**src/rtl/i2c_clkgen_pkg.sv**
```systemverilog
package i2c_clkgen_pkg;
  localparam int M_W    = 4;
  localparam int N_W    = 3;
  localparam int PCNT_W = (1 << N_W) - 1;          // holds 2^Nmax - 1
  localparam int SCNT_W = $clog2(5 * (1 << M_W));  // holds 5*(Mmax+1) - 1

  typedef struct packed {
    logic           rsvd;
    logic [M_W-1:0] m;
    logic [N_W-1:0] n;
  } ccr_t;
endpackage

```
**src/rtl/i2c_ccr_reg.sv**
```systemverilog
module i2c_ccr_reg
  import i2c_clkgen_pkg::*;
#(
  parameter int                ADDR_W   = 8,
  parameter logic [ADDR_W-1:0] CCR_ADDR = 8'h30
) (
  input  logic              clk_i,
  input  logic              rst_ni,
  input  logic [ADDR_W-1:0] bus_addr_i,
  input  logic              bus_wr_i,
  input  logic              bus_rd_i,
  input  logic [7:0]        bus_wdata_i,
  input  logic [7:0]        stat_i,
  output logic [7:0]        bus_rdata_o,
  output ccr_t              ccr_o,
  output logic              restart_o
);
  logic hit, wr_hit;
  ccr_t ccr_q;

  assign hit       = (bus_addr_i == CCR_ADDR);
  assign wr_hit    = hit & bus_wr_i;
  assign restart_o = wr_hit;
  // write-only: the shared address reads back status
  assign bus_rdata_o = (bus_rd_i && hit) ? stat_i : '0;
  assign ccr_o       = ccr_q;

  always_ff @(posedge clk_i or negedge rst_ni) begin
    if (!rst_ni)     ccr_q <= '0;
    else if (wr_hit) ccr_q <= ccr_t'({1'b0, bus_wdata_i[6:0]});
  end
endmodule

```
**src/rtl/i2c_samp_prescaler.sv**
```systemverilog
module i2c_samp_prescaler
  import i2c_clkgen_pkg::*;
(
  input  logic           clk_i,
  input  logic           rst_ni,
  input  logic           restart_i,
  input  logic [N_W-1:0] n_i,
  output logic           samp_o
);
  logic [PCNT_W-1:0] cnt_q, lim;
  logic [PCNT_W:0]   pow;

  assign pow    = {{PCNT_W{1'b0}}, 1'b1} << n_i;
  assign lim    = PCNT_W'(pow - 1'b1);
  assign samp_o = (cnt_q == lim);

  always_ff @(posedge clk_i or negedge rst_ni) begin
    if (!rst_ni)                 cnt_q <= '0;
    else if (restart_i || samp_o) cnt_q <= '0;
    else                          cnt_q <= cnt_q + 1'b1;
  end
endmodule

```
**src/rtl/i2c_scl_divider.sv**
```systemverilog
module i2c_scl_divider
  import i2c_clkgen_pkg::*;
(
  input  logic           clk_i,
  input  logic           rst_ni,
  input  logic           restart_i,
  input  logic           en_i,
  input  logic           samp_i,
  input  logic [M_W-1:0] m_i,
  output logic           scl_o,
  output logic           rise_o,
  output logic           fall_o
);
  logic [SCNT_W-1:0] cnt_q, half_m1;
  logic              scl_q, rise_q, fall_q, last, toggle;

  // half period minus one in strobes: 5*(M+1)-1
  assign half_m1 = SCNT_W'({m_i, 2'b00}) + SCNT_W'(m_i) + SCNT_W'(4);
  assign last    = (cnt_q == half_m1);
  assign toggle  = en_i & samp_i & last;

  always_ff @(posedge clk_i or negedge rst_ni) begin
    if (!rst_ni) begin
      cnt_q  <= '0;
      scl_q  <= 1'b1;
      rise_q <= 1'b0;
      fall_q <= 1'b0;
    end else if (restart_i || !en_i) begin
      cnt_q  <= '0;
      scl_q  <= 1'b1;
      rise_q <= 1'b0;
      fall_q <= 1'b0;
    end else begin
      rise_q <= toggle & ~scl_q;
      fall_q <= toggle & scl_q;
      if (samp_i) begin
        if (last) begin
          cnt_q <= '0;
          scl_q <= ~scl_q;
        end else begin
          cnt_q <= cnt_q + 1'b1;
        end
      end
    end
  end

  assign scl_o  = scl_q;
  assign rise_o = rise_q;
  assign fall_o = fall_q;
endmodule

```
**src/rtl/i2c_clk_gen.sv**
```systemverilog
module i2c_clk_gen
  import i2c_clkgen_pkg::*;
#(
  parameter int                ADDR_W   = 8,
  parameter logic [ADDR_W-1:0] CCR_ADDR = 8'h30
) (
  input  logic              clk_i,
  input  logic              rst_ni,
  input  logic [ADDR_W-1:0] bus_addr_i,
  input  logic              bus_wr_i,
  input  logic              bus_rd_i,
  input  logic [7:0]        bus_wdata_i,
  output logic [7:0]        bus_rdata_o,
  input  logic [7:0]        stat_i,
  input  logic              scl_en_i,
  output logic              samp_o,
  output logic              scl_o,
  output logic              scl_rise_o,
  output logic              scl_fall_o
);
  ccr_t           ccr;
  logic           restart;
  logic [N_W-1:0] n_cur;

  assign n_cur = ccr.n;

  i2c_ccr_reg #(.ADDR_W(ADDR_W), .CCR_ADDR(CCR_ADDR)) u_reg (
    .clk_i       (clk_i),
    .rst_ni      (rst_ni),
    .bus_addr_i  (bus_addr_i),
    .bus_wr_i    (bus_wr_i),
    .bus_rd_i    (bus_rd_i),
    .bus_wdata_i (bus_wdata_i),
    .stat_i      (stat_i),
    .bus_rdata_o (bus_rdata_o),
    .ccr_o       (ccr),
    .restart_o   (restart)
  );

  i2c_samp_prescaler u_pre (
    .clk_i     (clk_i),
    .rst_ni    (rst_ni),
    .restart_i (restart),
    .n_i       (ccr.n),
    .samp_o    (samp_o)
  );

  i2c_scl_divider u_div (
    .clk_i     (clk_i),
    .rst_ni    (rst_ni),
    .restart_i (restart),
    .en_i      (scl_en_i),
    .samp_i    (samp_o),
    .m_i       (ccr.m),
    .scl_o     (scl_o),
    .rise_o    (scl_rise_o),
    .fall_o    (scl_fall_o)
  );
endmodule

```
**config.mk**
```make
export PLATFORM = sky130hd
export DESIGN_NAME = i2c_clk_gen
export DESIGN_NICKNAME = d
export VERILOG_FILES = /design/src/rtl/i2c_clkgen_pkg.sv /design/src/rtl/i2c_ccr_reg.sv /design/src/rtl/i2c_samp_prescaler.sv /design/src/rtl/i2c_scl_divider.sv /design/src/rtl/i2c_clk_gen.sv
export SDC_FILE = /design/constraint.sdc
export NUM_CORES = 1
export LEC_CHECK = 0
export BUFFER_PORTS_ARGS = -buffer_cell sky130_fd_sc_hd__buf_4
export CORE_UTILIZATION = 55
export DETAILED_ROUTE_END_ITERATION = 8
export GPL_ROUTABILITY_DRIVEN = 0
export PLACE_DENSITY = 0.94
export SLEW_MARGIN = 30
export SYNTH_ARGS = -nofsm -noshare
export SYNTH_HDL_FRONTEND = slang
export SYNTH_SLANG_ARGS = --single-unit
```
**constraint.sdc**
```tcl
create_clock -name clk_i -period 4.25 [get_ports clk_i]
set_clock_uncertainty 0.05 [all_clocks]
set_input_delay 0.6375 -clock clk_i [delete_from_list [all_inputs] [get_ports clk_i]]
set_output_delay 0.6375 -clock clk_i [all_outputs]
set_load 0.03 [all_outputs]
```
Word-level counts from Yosys, hierarchy flattened
Index checks and enable logic that the tools add are counted.

Output and inout bits: 12. Input port bits: 29. Logic and storage cells: 39. Register bits after elaboration: 24.

Reductions and logical operators: 7. Equal/unequal tests: 3. Mux-type cells: 10. Bitwise gates (word level): 6. Add/sub/neg operators: 5. Shift-type cells: 1.

Operators by type and width (count): 7-bit two-way mux (4); 7-bit by 1-bit adder with 7-bit output (second input constant) (2); 7-bit equality test (2); 8-bit by 6-bit equality test with 1-bit output (second input constant) (1); 8-bit two-way mux (1); 6-bit by 4-bit adder with 7-bit output (1); 7-bit by 3-bit adder with 7-bit output (second input constant) (1); 1-bit by 3-bit << shifter with 7-bit output (first input constant) (1); 7-bit by 1-bit subtractor with 7-bit output (second input constant) (1); 1-bit bitwise AND (5); 1-bit two-way mux (5); 2-bit nonzero test (2); 1-bit logical OR (2); 2-bit AND reduction (1); 1-bit logical AND (1); 1-bit logical NOT (1); 1-bit inverter (1).

Longest topological paths before layout
Word-level depth: 7. Gate-level depth with buffers: 10. Mapped depth without buffers: 10.

By module
From an unflattened synthesis, not the netlist that was laid out.

Cell total of the unflattened synthesis: 148. Area total of the unflattened synthesis: 1584.0 sq um.

By module, submodules not included: i2c_scl_divider (instances 1, area an instance 734.5 sq um, cells each 71); i2c_samp_prescaler (instances 1, area an instance 471.7 sq um, cells each 48); i2c_ccr_reg (instances 1, area an instance 377.9 sq um, cells each 29).

Worst setup path before layout
Ideal clock, no wire load.

Path kind: register to register. From: register u_reg.ccr_q, in the netlist u_reg.ccr_o[6]. To: register u_div.cnt_q[2]. Path buffers: 0. Slack: 1431 ps. Library setup time: 122 ps. Stages on the path, launching flop included: 9. Data arrival time: 2647 ps. Cell sequence: dfrtp_1 -> ha_1 -> ha_1 -> fa_1 -> xor3_1 -> a31oi_1 -> nand4_1 -> a211o_1 -> a32o_1.

Longest elaborated chain between the ends: 6.

Ends and longest elaborated chain: start, declared (line i2c_ccr_reg.sv:19) `ccr_t ccr_q;`; start signal, assigned (line i2c_ccr_reg.sv:30) `else if (wr_hit) ccr_q <= ccr_t'({1'b0, bus_wdata_i[6:0]});`; 6-bit by 4-bit adder with 7-bit output (line i2c_scl_divider.sv:18) `assign half_m1 = SCNT_W'({m_i, 2'b00}) + SCNT_W'(m_i) + SCNT_W'(4);`; 7-bit by 3-bit adder with 7-bit output (line i2c_scl_divider.sv:18); 7-bit equality test (line i2c_scl_divider.sv:19) `assign last = (cnt_q == half_m1);`; 7-bit two-way mux (line i2c_scl_divider.sv:37) `if (last) begin`; 7-bit two-way mux (line i2c_scl_divider.sv:36) `if (samp_i) begin`; 7-bit two-way mux (line i2c_scl_divider.sv:28) `end else if (restart_i || !en_i) begin`; end signal, assigned (line i2c_scl_divider.sv:41) `cnt_q <= cnt_q + 1'b1;`; end, declared (line i2c_scl_divider.sv:14) `logic [SCNT_W-1:0] cnt_q, half_m1;`.

No other way between the ends. The select of a mux whose other input is x is not followed. A chain may end at the register's enable or synchronous reset.

Final worst setup path
From: register u_reg.ccr_q, in the netlist u_reg.ccr_o[6]. To: register u_div.cnt_q[3].

The elaborated chain is that of the path after synthesis.

==> out/qor.yml <==
logic_synthesis:
  postSynthCellCount: 166
  synth.yosys.seq_area_share_pct: 38.5
  synth_area_sq_um: 1560
  synth_warnings: 0
  yosysUniqueCellTypes: 43
  yosys-mux-area-fraction_pct: 0
  post_synth_and_or_nand_nor_area_fraction_pct: 30.5
  area_share_of_the_largest_cell_type_after_synthesis_pct: 36.9
  synth_ff_type: "dfrtp_1"
  synth.area.top_cells: "dfrtp_1 37%, nand2_1 7.2%, ha_1 4.8%"
  syn_nets: 202
  syn_area_per_cell_sq_um: 9.41
  synth-compound-area-share_pct: 13.8
  synth-edff-count: 0
  synthArstFlopShare_pct: 100
  yosys_register_bits: 24
  synth-adder-area-share_pct: 6.09
  yosys.area.top_type: "dfrtp_1"
  largest_family_of_logic_cells_by_synthesized_area: "simple AND/OR/NAND/NOR gates"
  synthXorXnorAreaFrac_pct: 7.13
cts:
  numCtsBuffers: 3
  holdBufCountCts: 0
  numClockSinks: 24
  clock-root-buffer: "clkbuf_4"
  post_cts.resized_instances: 0
  clk_pin_slew_worst_paths_ns: 0.13
  cts.path.max_buffers: 2
  cts_htree_levels: 1
  clock_insertion_delay_worst_skew_ns: 0.32
  post_cts.repair.setup_buffers: 0
  cts_tree: "yes"
floorplanning:
  core-area_sq_um: 2590
  floorplan.initialDensity_pct: 60.3
  chipHeight_um: 55.3
  die-area_sq_um: 3060
  x_dimension_of_the_die_um: 55.3
  rows: 18
  boundaryPins: 41
sta:
  fin_crit_sh_pct: 74.9
  tightest_slew_ns: 0.771
  worst_slew_margin_rel_pct: 48.4
  setup_total_negative_slack_ns: 0
  final-setup-viol-count: 0
  final-hold-violation-count: 0
  min_period_ns: 3.18
  timing.final.max_slew_violations: 0
  rsz0062_at_grt: "false"
  whs_ns: 0.133
  fmax_mhz: 314
grt:
  antenna_found_initial: 0
  grtUsageTotal_pct: 25.1
  largest_net_degree_at_the_start_of_global_routing: 25
  grt_pass1_wl_um: 6070
  grt.overflow.total: 0
  vias_in_the_first_global_route: 1430
finish:
  finalNetCount: 242
  fin_area_sq_um: 1900
  layout-drive-gt1-share_pct: 26.8
  layout.cells.non_filler: 235
  synthToLayoutAreaGrowth_pct: 22.0
  filler_cell_count: 191
  postLayoutCoreUtil_pct: 73.5
  antennaDiodeCount: 0
pwr:
  power.share.clock_pct: 18.3
  cell_internal_pwr_uw: 425
  vdd_drop_max_mv: 0.390
  switchingPower_uw: 247
  p_per_area_nw_per_um2: 353
  leakagePower_nw: 0.890
  power_switching_share_pct: 36.8
  seq_power_share_pct: 45.0
  combPwrFrac_pct: 36.6
hold_path:
  hold_path.class: "input port to asynchronous set/reset pin"
route:
  dr.first_iter.drc_count: 36
  remaining_drc_errors: 0
  route.vias.total: 1431
  route.detailed.wl_per_inst_um: 15.0
  wirelength_um: 3530
  detailed_route_vias_per_instance: 6.09
  ant_nets: 0
  dr.pass1.iters: 4
setup_path:
  r2r-end: "u_div.cnt_q[3]"
  path_max_fanout: 10
  critical_path_class: "flip-flop to flip-flop"
  critPathRequiredTime_ns: 4.43
  setup.reg_to_reg.worst_slack_ns: 1.07
  worstRegToRegCells: 8
  end_kind: "flip-flop"
  setup.worst_path.start_class: "flip-flop"
  crit-reg2reg-launch: "u_reg.ccr_o[6]"
  crit_path_arrival_time_ns: 3.36
status:
  outcome: "finished clean"
placement:
  post-place-cells: 231
  post-dp-hpwl_um: 2620
  io_buffers: 39
  post_dp_cell_area_sq_um: 1870
run:
  drv_cap: 0
cells by family after synthesis:
family                     Yosys count
and+or+nand+nor                     86
DFF                                 24
adders and majority gates            7
xor gates and xnor gates            11
AOI/OAI and AO/OA                   26
buffers and inverters               12
per-layer routing:
metal  part of all wire (%)  vias to the layer above  GRT usage (%)
met1                     40                      681           30.0
li1                       -                      674              -
met3                    7.4                        5           6.79
met2                     51                       71           43.7
met5                      0                        -              0
met4                    1.0                        0           8.21
power by group through the flow:
| stage | combinational (mW) | clock (mW) | sequential (mW) |
|---|---|---|---|
| detailed placement | 0.245 | 0 | 0.305 |
| finish | 0.246 | 0.123 | 0.303 |
| CTS | 0.246 | 0.125 | 0.301 |
| floorplan | 0.185 | 0 | 0.293 |
| global placement | 0.232 | 0 | 0.302 |
| global route | 0.268 | 0.135 | 0.307 |
per-stage QoR:
step,power (mW),setup slack [ns]
after floorplan,0.478,1.43
after global placement,0.534,1.25
after detailed placement,0.550,1.14
after CTS,0.672,1.09
after global routing,0.709,0.936
final,0.672,1.07
critical path: stages, from the launching register on:
cell and delay [ns]:
dfrtp_1 0.47, ha_1 0.31, ha_1 0.24, fa_1 0.37
xor3_1 0.36, a31oi_1 0.16, nand4_1 0.43, a211o_1 0.43
a32o_1 0.26
cell usage after synthesis, types with 2 or more instances:
cell type,number
inv_1,6
o2bb2ai_1,3
nor4_1,2
buf_6,2
nor3b_1,2
nor2_1,5
and3_1,3
a32o_1,3
xnor2_1,4
and3b_1,2
nand3_1,9
xor2_1,6
ha_1,6
or2_2,2
or3b_2,2
o21ai_0,4
clkbuf_1,3
and2_1,8
a211o_1,3
nor3_1,13
a21oi_1,3
dfrtp_1,23
a211oi_1,2
a31oi_1,2
nand2_1,30
how the worst max path moves through the flow:
stage,from,endpoint,slack (ns),depth (start not counted)
after floorplan,u_reg.ccr_o[6],u_div.cnt_q[2],1.43,8
after global placement,u_reg.ccr_o[6],u_div.cnt_q[2],1.25,8
after detailed placement,u_reg.ccr_o[6],u_div.cnt_q[2],1.14,8
after CTS,u_reg.ccr_o[6],u_div.cnt_q[3],1.09,8
after global routing,u_reg.ccr_o[6],u_div.cnt_q[3],0.94,8
final,u_reg.ccr_o[6],u_div.cnt_q[3],1.07,8
layout by cell type (no fill, tap or decap), drive strengths merged:
cell type / synthesis / final
nor4: 3 / 3
or3b: 2 / 2
and4b: 1 / 1
a31oi: 2 / 2
nor4bb: 1 / 1
ha: 6 / 6
xor2: 6 / 6
a21boi: 1 / 1
a2111oi: 2 / 2
o21ai: 4 / 4
o31ai: 1 / 1
fa: 1 / 1
clkbuf: 3 / 4
inv: 6 / 6
nand3: 9 / 9
dfstp: 1 / 1
o32ai: 1 / 1
a211o: 3 / 3
nand2: 30 / 30
and3: 3 / 3
or3: 1 / 1
nand4bb: 1 / 1
o311a: 1 / 1
nor3b: 3 / 3
o2bb2ai: 3 / 3
dfrtp: 23 / 23
a32o: 3 / 3
nor2: 6 / 6
xnor2: 4 / 4
xor3: 1 / 1
and2: 8 / 8
nor3: 13 / 13
nand4: 1 / 1
buf: 3 / 41
a211oi: 2 / 2
and3b: 2 / 2
or2: 2 / 2
a21oi: 3 / 3
layout make-up:
type / count / area, sq um / share of cell area [%]
multi-input cells: 130 / 898 / 47.2
flip-flops and latches: 24 / 602 / 31.6
repair buffers: 41 / 308 / 16.2
well taps: 30 / 37.5 / 1.97
clock buffers: 4 / 36.3 / 1.91
inverters: 6 / 22.5 / 1.18
flip-flops by register name, summed over array words and instances (netlist names):
name,cells
u_div.scl_o,1
u_div.cnt_q,7
u_div.fall_o,1
u_pre.cnt_q,7
u_div.rise_o,1
u_reg.ccr_o,7
Note: power is estimated with default switching activity, not from simulation.
